### config.mk
export PLATFORM = sky130hd
export DESIGN_NAME = gpio_hwm_regs
export DESIGN_NICKNAME = d
export VERILOG_FILES = /design/src/rtl/gpio_hwm_pkg.sv /design/src/rtl/gpio_hwm_half.sv /design/src/rtl/gpio_hwm_rdmux.sv /design/src/rtl/gpio_hwm_regs.sv
export SDC_FILE = /design/constraint.sdc
export NUM_CORES = 1
export LEC_CHECK = 0
export BUFFER_PORTS_ARGS = -buffer_cell sky130_fd_sc_hd__buf_2
export CAP_MARGIN = 20
export CELL_PAD_IN_SITES_DETAIL_PLACEMENT = 1
export CELL_PAD_IN_SITES_GLOBAL_PLACEMENT = 1
export CORE_ASPECT_RATIO = 0.75
export CORE_MARGIN = 4
export CORE_UTILIZATION = 33
export CTS_CLUSTER_SIZE = 24
export DETAILED_ROUTE_END_ITERATION = 10
export PLACE_DENSITY = 0.74
export SLEW_MARGIN = 20
export SYNTH_ARGS = -nofsm -noshare
export SYNTH_HDL_FRONTEND = slang
export SYNTH_HIERARCHICAL = 1
export SYNTH_SLANG_ARGS = --single-unit
### constraint.sdc
create_clock -name clk -period 2.34 [get_ports clk]
set_clock_uncertainty 0.1 [all_clocks]
set_input_delay 0.351 -clock clk [delete_from_list [all_inputs] [get_ports clk]]
set_output_delay 0.351 -clock clk [all_outputs]
set_load 0.005 [all_outputs]
### src/rtl/gpio_hwm_pkg.sv
package gpio_hwm_pkg;
  localparam int HALF_W = 16;            // data bits per bus write
  localparam int NHALF  = 2;             // halves per control register
  localparam int DATA_W = HALF_W * NHALF;
  localparam int NREG   = 2;             // 0: output level, 1: direction
  localparam int REG_OUT = 0;
  localparam int REG_DIR = 1;
  localparam int PORT_IDX = NREG * NHALF; // live pin word
  localparam int VER_IDX  = PORT_IDX + 1; // identification word
  localparam int NWORD    = VER_IDX + 1;
endpackage

### src/rtl/gpio_hwm_half.sv
module gpio_hwm_half #(
  parameter int W = 16
) (
  input  logic         clk,
  input  logic         rst,
  input  logic         we,
  input  logic [W-1:0] data,
  input  logic [W-1:0] en,
  output logic [W-1:0] q
);
  // Each bit is updated only where its enable bit is set.
  always_ff @(posedge clk) begin
    if (rst) begin
      q <= '0;
    end else if (we) begin
      q <= (q & ~en) | (data & en);
    end
  end
endmodule

### src/rtl/gpio_hwm_rdmux.sv
module gpio_hwm_rdmux
  import gpio_hwm_pkg::*;
#(
  parameter logic [DATA_W-1:0] VERSION_ID = 32'h0203_0041
) (
  input  logic                             clk,
  input  logic                             rst,
  input  logic                             rd,
  input  logic [NWORD-1:0]                 sel,
  input  logic [NREG-1:0][DATA_W-1:0]      ctl,
  input  logic [DATA_W-1:0]                pin_in,
  output logic [DATA_W-1:0]                rdata
);
  logic [DATA_W-1:0] nxt;

  always_comb begin
    nxt = '0;
    for (int r = 0; r < NREG; r++) begin
      for (int h = 0; h < NHALF; h++) begin
        if (sel[r*NHALF+h]) begin
          nxt = {{(DATA_W-HALF_W){1'b0}}, ctl[r][h*HALF_W +: HALF_W]};
        end
      end
    end
    if (sel[PORT_IDX]) nxt = pin_in;
    if (sel[VER_IDX])  nxt = VERSION_ID;
  end

  // Registered read: samples state before any write of the same cycle.
  always_ff @(posedge clk) begin
    if (rst) begin
      rdata <= '0;
    end else if (rd) begin
      rdata <= nxt;
    end
  end
endmodule

### src/rtl/gpio_hwm_regs.sv
module gpio_hwm_regs
  import gpio_hwm_pkg::*;
#(
  parameter int                ADDR_W     = 8,
  parameter logic [DATA_W-1:0] VERSION_ID = 32'h0203_0041
) (
  input  logic              clk,
  input  logic              rst,
  input  logic              bus_wr,
  input  logic              bus_rd,
  input  logic [ADDR_W-1:0] bus_addr,
  input  logic [31:0]       bus_wdata,
  output logic [31:0]       bus_rdata,
  input  logic [31:0]       pin_in,
  output logic [31:0]       pin_out,
  output logic [31:0]       pin_oe
);
  localparam int WORD_W = ADDR_W - 2;

  logic                        aligned;
  logic [WORD_W-1:0]           word;
  logic [NWORD-1:0]            sel;
  logic [NREG-1:0][DATA_W-1:0] ctl_q;

  assign aligned = (bus_addr[1:0] == 2'b00);
  assign word    = bus_addr[ADDR_W-1:2];

  for (genvar i = 0; i < NWORD; i++) begin : g_dec
    assign sel[i] = aligned && (word == WORD_W'(i));
  end

  for (genvar r = 0; r < NREG; r++) begin : g_reg
    for (genvar h = 0; h < NHALF; h++) begin : g_half
      gpio_hwm_half #(.W(HALF_W)) u_half (
        .clk  (clk),
        .rst  (rst),
        .we   (bus_wr && sel[r*NHALF+h]),
        .data (bus_wdata[HALF_W-1:0]),
        .en   (bus_wdata[DATA_W-1:HALF_W]),
        .q    (ctl_q[r][h*HALF_W +: HALF_W])
      );
    end
  end

  assign pin_out = ctl_q[REG_OUT];
  assign pin_oe  = ctl_q[REG_DIR];

  gpio_hwm_rdmux #(.VERSION_ID(VERSION_ID)) u_rd (
    .clk    (clk),
    .rst    (rst),
    .rd     (bus_rd),
    .sel    (sel),
    .ctl    (ctl_q),
    .pin_in (pin_in),
    .rdata  (bus_rdata)
  );
endmodule

## After elaboration in Yosys (flattened, before gate mapping)

Cells that the tools add are included.

| storage, ports and cells | value |
|---|---|
| flip-flop bits (word level) | 96 |
| bits in latches | 0 |
| bits in writable memories | 0 |
| ROM bits | 0 |
| input bits | 76 |
| output and inout port bits | 96 |
| logic and storage cells | 38 |
| memories | 0 |

| operators by class | value |
|---|---|
| $add $sub $neg | 0 |
| multipliers | 0 |
| divide/modulo/power cells | 0 |
| order comparisons | 0 |
| equality and inequality tests | 5 |
| shifts and indexed selects | 0 |
| muxes and demuxes | 6 |
| bitwise gates (word level) | 10 |
| reduce and logical (&&, ||, !) cells | 12 |

Operator list:

| kind | number |
|---|---|
| 16-bit bitwise AND | 5 |
| 16-bit 2-to-1 mux | 4 |
| 32-bit 2-to-1 mux | 2 |
| 16-bit bitwise OR | 4 |
| 16-bit NOT | 1 |
| 6-bit by 2-bit == test with 1-bit output (second input constant) | 2 |
| 6-bit by 3-bit == test with 1-bit output (second input constant) | 2 |
| 1-bit logical AND | 10 |
| 6-bit by 1-bit == test with 1-bit output (second input constant) | 1 |
| 6-bit zero test | 1 |
| 2-bit zero test | 1 |

## Logic depth before layout (Yosys ltp)

Gate-level depths: netlist of run 1.

| logic depth | value |
|---|---|
| word-level depth | 8 |
| mapped depth | 9 |
| gate-level depth less buffers | 6 |

## Cells and area by module

Netlist of run 1, hierarchy kept.

By module, submodules not included:

| module | instances | cells an instance | area each (sq um) | seq. area each (sq um) |
|---|---|---|---|---|
| gpio_hwm_half | 4 | 69 | 710.7 | 320.3 |
| gpio_hwm_rdmux | 1 | 252 | 1894.3 | 640.6 |
| gpio_hwm_regs | 1 | 18 | 118.9 | 0.0 |

## Least setup slack after synthesis of run 1

OpenSTA, ideal clock, no wires.

| path | value |
|---|---|
| path kind | input port to flip-flop |
| from | in bus_addr[5] |
| to | reg u_rd.rdata[11] |
| library setup time | 71 ps |
| data arrival time | 2260 ps |
| required time | 2169 ps |
| path slack | -91 ps |
| stages on the path | 7 |
| path buffers | 1 |
| cells stage by stage | or4_4 > nor3_1 > buf_4 > a21oi_1 > a221o_1 > a221o_1 > a21oi_1 |

| on the way | value |
|---|---|
| elaborated cells between the ends (all ways) | 18 |
| those cells by class | eq/ne: 5; mux: 6; reduce/logical: 7 |

RTL lines:

| what | RTL line | source |
|---|---|---|
| from (decl) | gpio_hwm_regs.sv:11 | `input logic [ADDR_W-1:0] bus_addr,` |
| 6-bit by 2-bit == test with 1-bit output | gpio_hwm_regs.sv:29 | `assign sel[i] = aligned && (word == WORD_W'(i));` |
| 1-bit logical AND | gpio_hwm_regs.sv:29 |  |
| via sel[2] | gpio_hwm_regs.sv:22 | `logic [NWORD-1:0] sel;` |
| 16-bit 2-to-1 mux (2 in series) | gpio_hwm_rdmux.sv:20 | `if (sel[r*NHALF+h]) begin` |
| 32-bit 2-to-1 mux | gpio_hwm_rdmux.sv:25 | `if (sel[PORT_IDX]) nxt = pin_in;` |
| 32-bit 2-to-1 mux | gpio_hwm_rdmux.sv:26 | `if (sel[VER_IDX]) nxt = VERSION_ID;` |
| to (signal assigned) | gpio_hwm_rdmux.sv:34 | `rdata <= nxt;` |
| to (decl) | gpio_hwm_rdmux.sv:12 | `output logic [DATA_W-1:0] rdata` |

The timed path passes the listed nets, and every way through them passes these cells.
A chain may end at the register's enable or synchronous reset.

## Worst setup path after layout of run 1

Ends and elaborated chain as after synthesis.

==> results of run 1 <==
==> Yosys cell counts, drive strengths merged, types with 2 or more instances <==
cell / n / area, µm²
a21oi: 126 / 736
dfxtp: 96 / 1920
a21bo: 64 / 641
nand3: 64 / 320
inv: 31 / 116
a221o: 28 / 280
buf: 25 / 213
clkbuf: 20 / 80.1
nor2: 19 / 71.3
nand3b: 16 / 120
nand2b: 15 / 93.8
nor2b: 13 / 81.3
nor3: 13 / 65.1
nand2: 6 / 22.5
a211oi: 2 / 15.0
o221ai: 2 / 17.5
or4b: 2 / 23.8
==> worst max-delay path, cell delays in order <==
cell and delay [ps]:
buf_2 100, or4_4 590, nor3_4 230, buf_4 230, a21oi_1 60, a221o_1 340, a221o_1 330, a21oi_1 150
==> where the power goes <==
group	internal [mW]	switching, mW	leakage, nW
Sequential	1.64	0.00343	0.774
Clock	0.813	0.650	0.142
Combinational	0.0829	0.144	1.72
Total	2.53	0.798	2.63
==> path summary, 6_finish.rpt <==
kind / startpoint / endpoint / slack (ps) / depth (start not counted)
worst max-delay path: bus_addr[5] / u_rd/rdata[11] / 150 / 8
worst min-delay path: pin_in[19] / u_rd/rdata[19] / 130 / 3
worst max register to register: flip-flop / u_rd/rdata[14] / 880 / 4
worst min register to register: u_rd/rdata[13] / u_rd/rdata[13] / 370 / 2
==> logic make-up after synthesis <==
group / share of synthesized area
buffers and inverters: 0.0843
DFF: 0.396
and+or+nand+nor: 0.172
AOI/OAI and AO/OA: 0.348
==> routing by layer <==
metal	vias to the layer above	global-route usage	wire (µm)
li1	2315	-	-
met1	2473	0.268	7940
met2	119	0.360	8630
met3	14	0.0689	995
met4	6	0.0505	184
met5	-	0	28
==> area by class of cell <==
| cell class | instances | area [µm²] | area share |
|---|---|---|---|
| flip-flops and latches | 96 | 1920 | 0.301 |
| inverters | 31 | 116 | 0.0183 |
| multi-input cells | 374 | 2580 | 0.405 |
| repair buffers | 204 | 1210 | 0.189 |
| clock inverters | 3 | 25.0 | 0.00393 |
| clock buffers | 13 | 270 | 0.0424 |
| well taps | 200 | 250 | 0.0393 |
==> flow_summary.yaml, run 1 <==
status:
  status: "finished clean"
floorplanning:
  ios: 172
  die_area_um2: 16700
  start_util: 0.336
  die_h_um: 113
  fp.dieW_um: 148
  rows: 38
  core_area_um2: 14500
clocking:
  cts-root-buf: "clkbuf_16"
  clk_latency_ps: 350
  cts-buffers-inserted: 9
  cts_setup_buffers: 0
  cts_resized: 0
  cts_tree: "done"
  clkTransAtPathRegs_ps: 70
  clk_path_buf_depth: 2
  cts-htree-levels: 3
  clock_sinks: 96
  cts_hold_buffers: 0
setup_path:
  cp.required_ps: 2530
  end_kind: "flip-flop"
  path_class: "in -> reg"
  cp_data_arrival_time_ps: 2380
  crit_fanout: 12
  startpoint_type: "primary input"
route:
  vias: 4927
  via_per_inst: 5.35
  first_pass_iters: 5
  drtIter0Drc: 182
  wire_per_inst_um: 19.3
  drc: 0
  wl_um: 17800
  ant_nets: 0
synth:
  synth_nets: 622
  ys.flop_type: "dfxtp_1"
  yosysSeqAreaShare: 0.396
  synth-edff-count: 0
  synth_area_um2: 4860
  synthCells: 546
  yosysUniqueCellTypes: 27
  yosys_register_bits: 96
  async_flop_share: 0
  syn_area_per_cell_um2: 8.89
  yosysWarnings: 6
placed_design:
  place_inst: 905
  post-place-ws_ps: -275
  placed_area_um2: 6080
  dpl.hpwl_um: 12900
  port-buffer-count: 171
  gp_congestion: 0.799
grt:
  grt_pass1_vias: 5267
  overflow: 0
  grtUsageTotal: 0.214
  grt_first_pass_wirelength_um: 28500
  antenna_found_initial: 3
  grt_max_degree: 51
final_layout:
  finalNetCount: 792
  drive_above_1_share: 0.372
  final_area_um2: 6370
  filler_cell_count: 1765
  finalNonFillerCells: 921
  final_cell_mix: "buf_2 (170), a21oi_1 (98), dfxtp_1 (96), nand3_1 (64), a21bo_1 (56)"
  layout_commonest_cell: "buf_2"
  finalCoreUtilization: 0.441
  area_delta_synth_final_pct: 31.3
  antenna_cells: 0
timing:
  finalMaxSlewViolations: 0
  fin_hold_ws_ps: 135
  setup_violations: 0
  fin_crit_ps: 2190
  period_share: 0.936
  tns_ps: 0
  rsz0062_at_grt: "false"
  hold_violations: 0
  worst_pin_slew_ps: 654
  fmaxAchievable_mhz: 457
  relSlewSlack: 0.564
  setup_slack_ps: 150
flow_run:
  drv_cap: 0
min_path:
  hold_path_class: "in -> reg"
pwr:
  powerDensity_nw_per_um2: 523
  p_leak_nw: 2.63
  peakVddDrop_mv: 0.299
  power.total_mw: 3.33
(Power assumes the default switching activity.)
==> run 2, diff against run 1 <==
--- a/config.mk
+++ b/config.mk
@@ -11,12 +11,12 @@
 export CELL_PAD_IN_SITES_GLOBAL_PLACEMENT = 1
 export CORE_ASPECT_RATIO = 0.75
 export CORE_MARGIN = 4
-export CORE_UTILIZATION = 33
+export CORE_UTILIZATION = 34
+export CTS_BUF_LIST = sky130_fd_sc_hd__clkbuf_4 sky130_fd_sc_hd__clkbuf_8
 export CTS_CLUSTER_SIZE = 24
 export DETAILED_ROUTE_END_ITERATION = 10
-export PLACE_DENSITY = 0.74
+export PLACE_DENSITY = 0.76
 export SLEW_MARGIN = 20
 export SYNTH_ARGS = -nofsm -noshare
 export SYNTH_HDL_FRONTEND = slang
-export SYNTH_HIERARCHICAL = 1
 export SYNTH_SLANG_ARGS = --single-unit
==> run 2 against run 1 <==
  * Register-to-register slack improved by 210 ps
  * Global-route usage decreased by 0.38 points
  * Sequential power about the same
  * First-iteration DRC count increased by 12%
  * Sequential share of layout area increased by 2.4 points
  * Critical endpoint is now u_rd.rdata[6]
==> flow_summary.yaml, run 2 <==
status:
  status: "finished clean"
synth:
  synth-edff-count: 0
  syn_area_per_cell_um2: 9.62
  yosys.area.top_type_share: 0.415
  ys.flop_type: "dfxtp_1"
  synth_area_um2: 4640
  synth.most_common_cell: "dfxtp_1"
  synthCells: 482
  yosysTopAreaCell: "dfxtp_1"
  yosysUniqueCellTypes: 41
  async_flop_share: 0
  synthTopCellsByArea: "dfxtp_1 (41%), mux2i_1 (14%), nand4_1 (8.6%)"
  yosys_register_bits: 96
  synth_nets: 558
  yosysWarnings: 0
  synth_common_cells: "dfxtp_1 (96), nor2_1 (84), mux2i_1 (64), nand4_1 (64), clkbuf_1 (23)"
  yosysSeqAreaShare: 0.415
final_layout:
  antenna_cells: 0
  area_delta_synth_final_pct: 27.3
  final_area_um2: 5900
  layout_commonest_cell: "buf_2"
  drive_above_1_share: 0.388
  finalNetCount: 715
  filler_cell_count: 1592
  final_cell_mix: "buf_2 (170), dfxtp_1 (96), nor2_1 (84), nand4_1 (64), mux2i_1 (64)"
pwr:
  p_sw_frac: 0.266
  peakVddDrop_mv: 0.250
  p_leak_nw: 2.93
  p_seq_frac: 0.547
  clockPowerShare: 0.355
  power.switching_mw: 0.795
  p_int_mw: 2.20
  powerDensity_nw_per_um2: 507
  power_frac_comb: 0.098
min_path:
  hold_path_class: "in -> reg"
timing:
  finalMaxSlewViolations: 0
  rsz0062_at_grt: "false"
  fmaxAchievable_mhz: 607
  worst_pin_slew_ps: 555
  hold_violations: 0
  setup_violations: 0
  period_share: 0.704
  tns_ps: 0
  relSlewSlack: 0.627
  fin_crit_ps: 1650
route:
  wire_per_inst_um: 20.2
  drc: 0
  vias: 4470
  drtIter0Drc: 203
  wl_um: 16500
  ant_nets: 0
  via_per_inst: 5.48
  first_pass_iters: 4
floorplanning:
  core_area_um2: 13200
  ios: 172
  die_h_um: 109
  rows: 36
  start_util: 0.352
  fp.dieW_um: 143
  die_area_um2: 15600
clocking:
  cts_setup_buffers: 0
  cts-buffers-inserted: 9
  cts_hold_buffers: 0
  clkTransAtPathRegs_ps: 100
  cts-htree-levels: 3
  clk_latency_ps: 380
  clock_sinks: 96
  cts-root-buf: "clkbuf_8"
  cts_tree: "done"
  clk_path_buf_depth: 2
  cts_resized: 0
setup_path:
  crit_fanout: 13
  end_kind: "flip-flop"
  cp.required_ps: 2530
  path_class: "in -> reg"
  cp_data_arrival_time_ps: 1840
  startpoint_type: "primary input"
flow_run:
  drv_cap: 0
grt:
  antenna_found_initial: 1
  grtUsageTotal: 0.210
  overflow: 0
  grt_max_degree: 81
  grt_pass1_vias: 4649
  grt_first_pass_wirelength_um: 25500
placed_design:
  port-buffer-count: 171
  dpl.hpwl_um: 12200
  gp_congestion: 0.835
  placed_area_um2: 5710
[run 2: changes by cell type after synthesis, moves of 16 or more]
cell      previous run  this run
a21oi_1             98         3
nor2_1              19        84
mux2i_1              0        64
nand3_1             64         0
nand4_1              0        64
a21bo_1             56         0
inv_1               31         2
a21oi_2             28         0
a221o_1             28         0
nand3b_1            16         0
[run 2: final cells by class]
class / instances / area, µm² / share of cell area
Sequential cell: 96 / 1920 / 0.326
Tap cell: 171 / 214 / 0.0363
Clock buffer: 12 / 159 / 0.0269
Inverter: 3 / 18.8 / 0.00318
Timing Repair Buffer: 192 / 1100 / 0.187
Clock inverter: 4 / 28.8 / 0.00488
Multi-Input combinational cell: 337 / 2450 / 0.416
[run 2: path summary, 6_finish.rpt]
check / cells past startpoint / from / to / slack, ps
setup / recovery: 5 / bus_addr[3] / u_rd.rdata[6] / 690
hold / removal: 3 / pin_in[22] / u_rd.rdata[22] / 100
setup reg to reg: 4 / flip-flop / u_rd.rdata[6] / 1090
hold reg to reg: 2 / u_rd.rdata[25] / u_rd.rdata[25] / 370
[run 2: layer usage]
metal | vias up | global-route usage | wire [µm]
li1 | 2112 | - | -
met1 | 2195 | 0.276 | 7140
met2 | 145 | 0.339 | 7730
met3 | 16 | 0.0671 | 1410
met4 | 2 | 0.0455 | 175
met5 | - | 0 | 7
[run 2: kinds of logic (layout without fill, tap and decap cells)]
logic type             Yosys count  in the layout  synth area share
muxes                           80             80             0.177
AOI/OAI and AO/OA               69             69             0.118
DFF                             96             96             0.415
buffers and inverters           49            211            0.0594
and+or+nand+nor                188            188             0.231
[run 2: critical path, stage by stage]
cell and delay, ps:
buf_2 350, nand2b_1 410, a2bb2oi_1 250, o2111ai_1 170
a311oi_1 300
[run 2: power by group through the flow]
| stage | Clock [mW] | Combinational, mW | Sequential, mW |
|---|---|---|---|
| after global routing | 1.16 | 0.316 | 1.64 |
| after detailed placement | 0 | 0.291 | 1.68 |
| after CTS | 1.10 | 0.292 | 1.64 |
| final | 1.06 | 0.293 | 1.64 |
| after global placement | 0 | 0.285 | 1.68 |
| after floorplan | 0 | 0.134 | 1.68 |
[run 2: through the flow]
| step | setup slack, ps | util | instances | hold WS, ps | total power, mW |
|---|---|---|---|---|---|
| 3_5_place_dp | 279 | 0.434 | 799 | 358 | 1.97 |
| 5_1_grt | 581 | 0.449 | 815 | 83.4 | 3.11 |
| 3_3_place_gp | 322 | 0.434 | 799 | 354 | 1.96 |
| 6_report | 693 | 0.449 | 815 | 95.1 | 2.99 |
| 2_1_floorplan | 602 | - | 482 | 355 | 1.81 |
| 4_1_cts | 690 | 0.449 | 815 | 72.6 | 3.03 |
==> run 3, diff against run 2 <==
--- a/config.mk
+++ b/config.mk
@@ -11,11 +11,11 @@
 export CELL_PAD_IN_SITES_GLOBAL_PLACEMENT = 1
 export CORE_ASPECT_RATIO = 0.75
 export CORE_MARGIN = 4
-export CORE_UTILIZATION = 34
+export CORE_UTILIZATION = 38
 export CTS_BUF_LIST = sky130_fd_sc_hd__clkbuf_4 sky130_fd_sc_hd__clkbuf_8
 export CTS_CLUSTER_SIZE = 24
 export DETAILED_ROUTE_END_ITERATION = 10
-export PLACE_DENSITY = 0.76
+export PLACE_DENSITY = 0.81
 export SLEW_MARGIN = 20
 export SYNTH_ARGS = -nofsm -noshare
 export SYNTH_HDL_FRONTEND = slang
==> constraint.sdc (replaced) <==
create_clock -name clk -period 1.6 [get_ports clk]
set_clock_uncertainty 0.1 [all_clocks]
set_input_delay 0.24 -clock clk [delete_from_list [all_inputs] [get_ports clk]]
set_output_delay 0.24 -clock clk [all_outputs]
set_load 0.005 [all_outputs]
==> run 3 against run 2 <==
  * Setup slack got worse by 530 ps
  * Sequential power rose by 46%
  * Hold slack got worse by 87 ps
  * Non-clock buffer count grew 33
  * Final area is 5.0% higher
  * Total power up 52%
  * Count of clock-buffer cells in the layout decreased by 1
  * Final cell count grew 3.1%
  * Register-to-register slack worse by 780 ps
  * Critical path type unchanged
  * Largest power group unchanged
==> flow_summary.yaml, run 3 (synthesis gave the netlist of run 2 again) <==
final_layout:
  finalNetCount: 748
  drive_above_1_share: 0.405
  seq_area_um2: 1920
  final_cell_mix: "buf_2 (170), dfxtp_1 (96), nor2_1 (84), nand4_1 (64), mux2i_1 (64)"
  layout_commonest_cell: "buf_2"
  area_delta_synth_final_pct: 33.6
  multi_input_area_um2: 2450
  finalCoreUtilization: 0.527
  filler_cell_count: 1433
  finalNonFillerCells: 840
timing:
  fmaxAchievable_mhz: 696
  fin_crit_ps: 1440
  hold_violations: 0
  fin_hold_ws_ps: 8.06
  relSlewSlack: 0.746
  period_share: 0.898
  setup_violations: 0
  worst_pin_slew_ps: 380
  setup_slack_ps: 163
  rsz0062_at_grt: "false"
  finalMaxSlewViolations: 0
grt:
  grt_first_pass_wirelength_um: 27400
  grtUsageTotal: 0.245
  antenna_found_initial: 1
  overflow: 0
  grt_pass1_vias: 5037
  grt_max_degree: 81
placed_design:
  place_inst: 814
  dpl.hpwl_um: 12600
  post-place-ws_ps: -170
  port-buffer-count: 171
  gp_congestion: 0.859
route:
  drtIter0Drc: 310
  met3_length_um: 1380
  first_pass_iters: 5
  wl_met1_um: 6960
  drc: 0
  via_per_inst: 5.58
  dr_wl_met2_um: 8350
  wire_per_inst_um: 20.3
  dr.max_layer_used: "met4"
  wl_um: 17100
  vias: 4687
  ant_nets: 0
clocking:
  clkTransAtPathRegs_ps: 90
  clk_path_buf_depth: 2
  cts_resized: 0
  cts-root-buf: "clkbuf_8"
  cts-htree-levels: 3
  clock_sinks: 96
  cts-buffers-inserted: 9
  cts_tree: "done"
  clk_latency_ps: 360
setup_path:
  critical_path.max_stage_delay_ps: 330
  slowest_stage: "o32ai_1"
  crit_fanout: 14
  cp_top_family: "buffers and inverters"
  path_class: "in -> reg"
  cp.buffers_inverters: 3
  end_kind: "flip-flop"
  cp_data_arrival_time_ps: 1600
  cp.required_ps: 1760
  startpoint_type: "primary input"
  worstPathCellList: "buf_2 -> nor4_4 -> buf_4 -> nand4b_1 -> buf_4 -> o32ai_1"
  cp_common_cell: "buf_4"
min_path:
  hold_path_class: "in -> reg"
flow_run:
  drv_cap: 0
floorplanning:
  ios: 172
  rows: 34
  die_h_um: 104
  core_area_um2: 11700
  die_area_um2: 14000
  fp.dieW_um: 136
  start_util: 0.395
pwr:
  peakVddDrop_mv: 0.421
  powerDensity_nw_per_um2: 735
  power.total_mw: 4.55
  p_leak_nw: 3.10
status:
  status: "finished clean"
[run 3: changes by cell type in the layout (fill, tap and decap cells not counted), sizes merged]
cell         previous run  this run
bufinv                  0         1
clkbuf                 12        11
dlygate4sd3             0         9
diode                   0         1
buf                   192       216
[run 3: final timing paths]
kind / from / end / slack [ps] / depth (start not counted)
setup / recovery: bus_addr[1] / u_rd.rdata[11] / 160 / 6
hold / removal: pin_in[30] / u_rd.rdata[30] / 8 / 3
setup reg to reg: flip-flop / u_rd.rdata[0] / 310 / 3
hold reg to reg: u_rd.rdata[17] / u_rd.rdata[17] / 370 / 2
[run 3: final cells by class]
class | count | share of cell area
sequential | 96 | 0.310
antenna | 1 | 0.000404
clock buffer | 11 | 0.0244
clock inverter | 5 | 0.00889
multi-input combinational | 337 | 0.396
timing repair buffer | 225 | 0.224
inverter | 3 | 0.00303
tap | 162 | 0.0327
[run 3: worst register-to-register path: cells and delay by family (launching register included)]
family,cells,cell delay (ps)
flip-flops,1,410
AO/OA/AOI/OAI,3,680
[run 3: stage by stage]
step           setup TNS [ps]  area (µm²)
2_1_floorplan               0        4640
3_3_place_gp            -7200        5890
3_5_place_dp            -9880        5890
4_1_cts                     0        6190
5_1_grt                     0        6190
6_report                    0        6190
[run 3: per-layer routing]
metal / up-vias / track usage
li1: 2176 / -
met1: 2275 / 0.315
met4: 0 / 0.0820
met3: 33 / 0.0644
met2: 203 / 0.398
met5: - / 0
[run 3: power by group]
| group | switching [mW] | internal (mW) |
|---|---|---|
| clock | 0.867 | 0.803 |
| combinational | 0.289 | 0.198 |
| sequential | 0.00311 | 2.39 |
| total | 1.16 | 3.39 |
[run 3: repair_timing]
item	4_1_cts	5_1_grt
hold buffers	9	0
setup buffers	0	0
hold endpoints to repair	9	0
